[src/rtl/fspi_pkg.sv]
package fspi_pkg;
  typedef enum logic [2:0] {
    ST_IDLE,
    ST_ARM,
    ST_PRE,
    ST_HUNT,
    ST_DATA,
    ST_TAIL
  } fspi_state_e;

  localparam int PIN_SCK  = 0;
  localparam int PIN_SDI  = 1;
  localparam int PIN_FS   = 2;
  localparam int PIN_CNT  = 3;
endpackage

[src/rtl/fspi_pinsync.sv]
module fspi_pinsync #(
  parameter int N      = 3,
  parameter int STAGES = 2
) (
  input  logic         clk,
  input  logic         rst,
  input  logic [N-1:0] din,
  output logic [N-1:0] q,
  output logic [N-1:0] q_prev
);
  logic [N-1:0] chain [STAGES];

  always_ff @(posedge clk) begin
    if (rst) chain[0] <= '0;
    else     chain[0] <= din;
  end

  for (genvar s = 1; s < STAGES; s++) begin : g_stage
    always_ff @(posedge clk) begin
      if (rst) chain[s] <= '0;
      else     chain[s] <= chain[s-1];
    end
  end

  always_ff @(posedge clk) begin
    if (rst) q_prev <= '0;
    else     q_prev <= chain[STAGES-1];
  end

  assign q = chain[STAGES-1];
endmodule

[src/rtl/fspi_clkgen.sv]
module fspi_clkgen #(
  parameter int HALF_DIV = 4
) (
  input  logic clk,
  input  logic rst,
  input  logic run,
  output logic sck,
  output logic lead,
  output logic trail
);
  localparam int DW = $clog2(HALF_DIV) + 1;
  localparam logic [DW-1:0] TOP = DW'(HALF_DIV - 1);

  logic [DW-1:0] cnt;
  logic          hi;
  logic          was_run;

  always_ff @(posedge clk) begin
    if (rst || !run) begin
      cnt <= '0;
      hi  <= 1'b0;
    end else if (cnt == TOP) begin
      cnt <= '0;
      hi  <= ~hi;
    end else begin
      cnt <= cnt + 1'b1;
    end
  end

  always_ff @(posedge clk) begin
    if (rst) was_run <= 1'b0;
    else     was_run <= run;
  end

  assign sck   = hi;
  assign lead  = run && (!was_run || (cnt == TOP && hi));
  assign trail = run && cnt == TOP && !hi;

  p_sck_idle_r11: assert property (@(posedge clk) disable iff (rst)
    !run |=> !sck);
  p_half_len_r11: assert property (@(posedge clk) disable iff (rst)
    (run && $past(run) && $rose(sck)) |-> $past(cnt) == TOP);
endmodule

[src/rtl/fspi_shifter.sv]
module fspi_shifter #(
  parameter int WORD_W = 8
) (
  input  logic              clk,
  input  logic              rst,
  input  logic              load,
  input  logic [WORD_W-1:0] tx_word,
  input  logic              shift,
  input  logic              cap,
  input  logic              sdi_bit,
  output logic              sdo,
  output logic [WORD_W-1:0] rx_sh,
  output logic              last
);
  localparam int CNT_W = $clog2(WORD_W);
  localparam logic [CNT_W-1:0] LAST_IDX = CNT_W'(WORD_W - 1);

  logic [WORD_W-1:0] tx_q;
  logic [CNT_W-1:0]  cnt;

  always_ff @(posedge clk) begin
    if (rst)        tx_q <= '0;
    else if (load)  tx_q <= tx_word;
    else if (shift) tx_q <= {tx_q[WORD_W-2:0], 1'b0};
  end

  always_ff @(posedge clk) begin
    if (rst)      rx_sh <= '0;
    else if (cap) rx_sh <= {rx_sh[WORD_W-2:0], sdi_bit};
  end

  always_ff @(posedge clk) begin
    if (rst || load) cnt <= '0;
    else if (cap)    cnt <= cnt + 1'b1;
  end

  assign sdo  = tx_q[WORD_W-1];
  assign last = cap && (cnt == LAST_IDX);

  p_no_shift_on_load_r2: assert property (@(posedge clk) disable iff (rst)
    load |=> cnt == '0);
endmodule

[src/rtl/fspi_engine.sv]
module fspi_engine
  import fspi_pkg::*;
#(
  parameter int WORD_W   = 8,
  parameter int HALF_DIV = 4
) (
  input  logic              clk,
  input  logic              rst,
  input  logic              cfg_frame_en,
  input  logic              cfg_sync_in,
  input  logic              cfg_sync_low,
  input  logic              cfg_sync_early,
  input  logic              cfg_master,
  input  logic              start,
  input  logic [WORD_W-1:0] tx_word,
  output logic [WORD_W-1:0] rx_word,
  output logic              busy,
  output logic              done,
  output logic              sck_o,
  input  logic              sck_i,
  output logic              sdo,
  input  logic              sdi,
  output logic              fsync_o,
  output logic              fsync_oe,
  input  logic              fsync_i
);
  fspi_state_e state;

  logic [PIN_CNT-1:0] pin_raw, pin_q, pin_qd;
  logic m_lead, m_trail, m_sck;
  logic s_lead, s_trail;
  logic slot_start, sample;
  logic sync_seen;
  logic fs_act;
  logic pend;
  logic load, shift, cap, last;
  logic [WORD_W-1:0] rx_sh;
  logic [1:0] fs_samples;

  always_comb begin
    pin_raw          = '0;
    pin_raw[PIN_SCK] = sck_i;
    pin_raw[PIN_SDI] = sdi;
    pin_raw[PIN_FS]  = fsync_i;
  end

  fspi_pinsync #(.N(PIN_CNT), .STAGES(2)) u_sync (
    .clk(clk), .rst(rst), .din(pin_raw), .q(pin_q), .q_prev(pin_qd)
  );

  fspi_clkgen #(.HALF_DIV(HALF_DIV)) u_clk (
    .clk(clk), .rst(rst), .run(busy && cfg_master),
    .sck(m_sck), .lead(m_lead), .trail(m_trail)
  );

  assign s_lead  = !pin_q[PIN_SCK] &&  pin_qd[PIN_SCK];
  assign s_trail =  pin_q[PIN_SCK] && !pin_qd[PIN_SCK];

  assign slot_start = cfg_master ? m_lead  : s_lead;
  assign sample     = cfg_master ? m_trail : s_trail;
  assign sync_seen  = pin_q[PIN_FS] ^ cfg_sync_low;

  assign load  = (state == ST_IDLE) && start;
  assign shift = (state == ST_DATA) && slot_start && pend;
  assign cap   = sample && ((state == ST_DATA) ||
                 ((state == ST_HUNT) && sync_seen && !cfg_sync_early));

  fspi_shifter #(.WORD_W(WORD_W)) u_shift (
    .clk(clk), .rst(rst), .load(load), .tx_word(tx_word),
    .shift(shift), .cap(cap), .sdi_bit(pin_q[PIN_SDI]),
    .sdo(sdo), .rx_sh(rx_sh), .last(last)
  );

  always_ff @(posedge clk) begin
    if (rst) begin
      state   <= ST_IDLE;
      busy    <= 1'b0;
      done    <= 1'b0;
      fs_act  <= 1'b0;
      pend    <= 1'b0;
      rx_word <= '0;
    end else begin
      done <= 1'b0;
      unique case (state)
        ST_IDLE: begin
          if (start) begin
            busy  <= 1'b1;
            pend  <= 1'b0;
            state <= ST_ARM;
          end
        end
        ST_ARM: begin
          if (slot_start) begin
            if (!cfg_frame_en) begin
              state <= ST_DATA;
            end else if (cfg_sync_in) begin
              state <= ST_HUNT;
            end else begin
              fs_act <= 1'b1;
              state  <= cfg_sync_early ? ST_PRE : ST_DATA;
            end
          end
        end
        ST_PRE: begin
          if (slot_start) begin
            fs_act <= 1'b0;
            state  <= ST_DATA;
          end
        end
        ST_HUNT: begin
          if (sample && sync_seen) begin
            pend  <= !cfg_sync_early;
            state <= ST_DATA;
          end
        end
        ST_DATA: begin
          if (slot_start) begin
            fs_act <= 1'b0;
            if (pend) pend <= 1'b0;
          end
          if (sample) begin
            pend <= 1'b1;
            if (last) state <= ST_TAIL;
          end
        end
        ST_TAIL: begin
          if (slot_start) begin
            done    <= 1'b1;
            busy    <= 1'b0;
            fs_act  <= 1'b0;
            rx_word <= rx_sh;
            state   <= ST_IDLE;
          end
        end
        default: state <= ST_IDLE;
      endcase
    end
  end

  always_ff @(posedge clk) begin
    if (rst || !fs_act)   fs_samples <= '0;
    else if (sample && fs_samples != 2'd3) fs_samples <= fs_samples + 1'b1;
  end

  assign sck_o    = cfg_master ? m_sck : 1'b0;
  assign fsync_o  = fs_act ^ cfg_sync_low;
  assign fsync_oe = cfg_frame_en && !cfg_sync_in;

  p_sync_width_r4: assert property (@(posedge clk) disable iff (rst)
    fs_samples < 2'd2);
  p_unframed_quiet_r2: assert property (@(posedge clk) disable iff (rst)
    !cfg_frame_en |-> !fs_act);
  p_done_pulse_r9: assert property (@(posedge clk) disable iff (rst)
    done |=> !done);
  p_done_idle_r9: assert property (@(posedge clk) disable iff (rst)
    done |-> !busy && $past(state) == ST_TAIL);
  p_start_ignored_r10: assert property (@(posedge clk) disable iff (rst)
    (start && busy && state != ST_IDLE) |=> state != ST_ARM);
endmodule

[config.mk]
export PLATFORM = sky130hd
export DESIGN_NAME = fspi_engine
export DESIGN_NICKNAME = d
export VERILOG_FILES = /design/src/rtl/fspi_pkg.sv /design/src/rtl/fspi_pinsync.sv /design/src/rtl/fspi_clkgen.sv /design/src/rtl/fspi_shifter.sv /design/src/rtl/fspi_engine.sv
export SDC_FILE = /design/constraint.sdc
export NUM_CORES = 1
export LEC_CHECK = 0
export BUFFER_PORTS_ARGS = -buffer_cell sky130_fd_sc_hd__buf_2
export CORE_MARGIN = 3
export CORE_UTILIZATION = 62
export CTS_BUF_LIST = sky130_fd_sc_hd__clkbuf_8
export CTS_CLUSTER_DIAMETER = 40
export DETAILED_ROUTE_END_ITERATION = 8
export PLACE_DENSITY = 0.85
export SLEW_MARGIN = 20
export SYNTH_ARGS = -nofsm -noshare
export SYNTH_HDL_FRONTEND = slang
export SYNTH_SLANG_ARGS = --single-unit
[constraint.sdc]
create_clock -name clk -period 2.8 [get_ports clk]
set_input_delay 0.84 -clock clk [delete_from_list [all_inputs] [get_ports clk]]
set_output_delay 0.84 -clock clk [all_outputs]
set_load 0.03 [all_outputs]
==> metrics.yaml <==
outcome:
  status: "finished, final reports clean"
grt:
  grt_pass1_wl_mm: 6.31
  grt_use_total_pct: 19.4
  grt_max_degree: 28
  grt_pass1_vias: 1428
  grt-ovfl-total: 0
  antenna_found_initial: 0
worst_hold_path:
  min_from: "u_clk.cnt[0]$_SDFF_PP0_"
  whs_path_depth: 1
  hold_path.class: "register to register"
  min_to: "u_clk.cnt[0]$_SDFF_PP0_"
logic_synthesis:
  yosys_most_used_dff: "dfxtp_1"
  synth_top_area_cell: "dfxtp_1"
  syn_nets: 225
  ys_top_cells_by_count: "dfxtp_1, mux2i_1, nor2_1"
  ys_seq_area_share_pct: 44.8
  syn_inst: 202
  synth-edff-count: 0
  yosys_warnings: 0
  ys_types: 48
  ys_top_cells_by_area: "dfxtp_1, mux2i_1, nor2_1"
  synthArstFlopShare_pct: 0
  ys_seq_elements: 46
  syn_area_um2: 2060
  syn_area_per_cell_um2: 10.2
  synth_top_area_share_pct: 44.8
  yosysMostFrequentCell: "dfxtp_1"
setup_path:
  path_class: "input pin to output port"
  critPathMaxFanout: 3
  r2r-start: "u_clk.cnt[0]$_SDFF_PP0_"
  timing.rr.end: "u_shift.rx_sh[6]$_SDFFE_PP0P_"
  crit_required_ps: 1960
  r2r_cells: 8
  cp.arrival_ps: 1370
  worst_setup_path_start_kind: "input pin"
  worst-r2r-setup-slack_ps: 700
  crit_path_end_kind: "output port"
clock_network:
  clk_pin_slew_ps: 80
  ctsHoldBuffers: 0
  clk_latency_ps: 290
  cts_tree: "yes"
  clockRootBuffer: "clkbuf_8"
  cts_buffer_depth: 2
  cts_resized: 0
  postCtsSetupRepairBufs: 0
  numCtsBuffers: 5
  htree_levels: 2
  clock-sinks: 46
floorplan:
  placeableCoreArea_um2: 3100
  rows: 20
  io-pin-count: 33
  initial_core_util_pct: 66.3
  die_w_um: 63.6
  dieArea_um2: 4040
  die_y_um: 63.6
detailed_routing:
  routed_wl_mm: 3.53
  wire_per_inst_um: 12.9
  num_vias: 1515
  dr.pass1.iters: 4
  antenna_left: 0
  drtIter0Drc: 111
  via_per_inst: 5.53
  drc: 0
timing:
  skew_ps: 2.93
  final_max_slew_viol_count: 0
  post-route-min-period_ps: 2210
  fmax_ghz: 0.453
  slew_headroom_pct: 61.7
  period_share_pct: 78.8
  tns_ps: 0
  setup_viol: 0
  rsz0062_at_grt: "no"
  tightest_slew_ps: 575
  finalHoldViolCount: 0
final_layout:
  fin_nets: 253
  n_antenna_cell: 0
  area_growth_pct: 9.31
  drive_above_1_share_pct: 23.5
  fin_cells: 274
  final_area_um2: 2250
pwr:
  p_leak_nw: 0.940
  power.density_nw_per_um2: 652
  vdd_ir_drop_max_v: 0.000519
placed_design:
  portBuffers: 32
  placed_area_um2: 2170
  dp_hpwl_mm: 2.47
  finalWeightedCongestion: 0.839
  dp_cells: 267
flow_run:
  maxCapViolCount: 0
cells by family (layout without fill, tap and decap cells):
family,count (synthesis),count (layout),synth area share (%)
AND/OR/NAND/NOR,64,64,17.0
flip-flops,46,46,44.8
AO/OA/AOI/OAI,41,41,15.0
multiplexers,25,25,12.2
buffers and inverters,18,46,6.87
adder cells (fa/ha/maj),4,4,2.43
XOR/XNOR,4,4,1.70
flip-flops by register name, summed over array words and instances, names as in the netlist:
signal and count:
u_clk.sck 1, pend 1, state 3, u_clk.cnt 3, u_shift.tx_q 8, busy 1
fs_act 1, rx_word 8, u_clk.was_run 1, u_shift.cnt 3, done 1, u_sync.chain 6
u_shift.rx_sh 8, u_sync.q_prev 1
through the flow:
step | setup WS (ps) | utilization [%] | hold slack (ps) | total power [W]
floorplan | 602 | - | 407 | 0.00108
global placement | 547 | 69.9 | 418 | 0.00110
detailed placement | 428 | 69.9 | 422 | 0.00110
CTS | 584 | 72.5 | 433 | 0.00147
global route | 540 | 72.5 | 456 | 0.00155
finish | 594 | 72.5 | 430 | 0.00147
worst max-delay path, cell delays in order:
cell and delay (ps):
buf_2 90, nor2b_1 200, buf_2 230
routing by layer:
metal  global-route usage, %  share of wire, %  vias up
met5                       0                 0        -
met4                    7.82               1.5        0
met3                    4.46               4.1        8
met2                    30.6                45       36
met1                    25.4                49      691
li1                        -                 -      780
worst max-delay path by stage:
stage                       startpoint                             to  slack [ps]  cells after the start
final                     cfg_frame_en                       fsync_oe         590                      3
after detailed placement    cfg_master  u_shift.rx_sh[6]$_SDFFE_PP0P_         430                      7
after CTS                 cfg_frame_en                       fsync_oe         580                      3
after global routing      cfg_frame_en                       fsync_oe         540                      3
after floorplan           cfg_frame_en                       fsync_oe         600                      1
after global placement      cfg_master  u_shift.rx_sh[6]$_SDFFE_PP0P_         550                      7
placed cells by master (no fill, tap or decap), types with 2 or more instances in the layout:
cell	Yosys	routed
dfxtp_1	46	46
buf_2	3	32
mux2i_1	25	25
nor2_1	24	24
a21oi_1	12	12
nor2b_1	10	10
o21ai_0	8	8
a311oi_1	7	7
inv_1	4	5
nor3_1	5	5
clkbuf_8	4	5
nand2_1	4	4
ha_1	4	4
nand4_1	3	3
buf_4	1	3
xor2_1	2	2
o32ai_1	2	2
nand2b_1	2	2
xnor2_1	2	2
nor4_1	2	2
a21bo_2	2	2
report_power, final:
group          switching (W)  internal [W]  total, W  leakage (nW)
sequential         0.0000527      0.000703  0.000756         0.374
combinational       0.000197      0.000139  0.000336         0.524
clock               0.000206      0.000168  0.000374        0.0414
area by class of cell:
type,count,area [µm²]
Fill cell,247,855
Clock buffer,5,68.8
Tap cell,44,55.1
Sequential cell,46,921
Clock inverter,2,11.3
Inverter,4,15.0
Multi-Input combinational cell,138,995
Timing Repair Buffer,35,183
(Power assumes the default switching activity.)
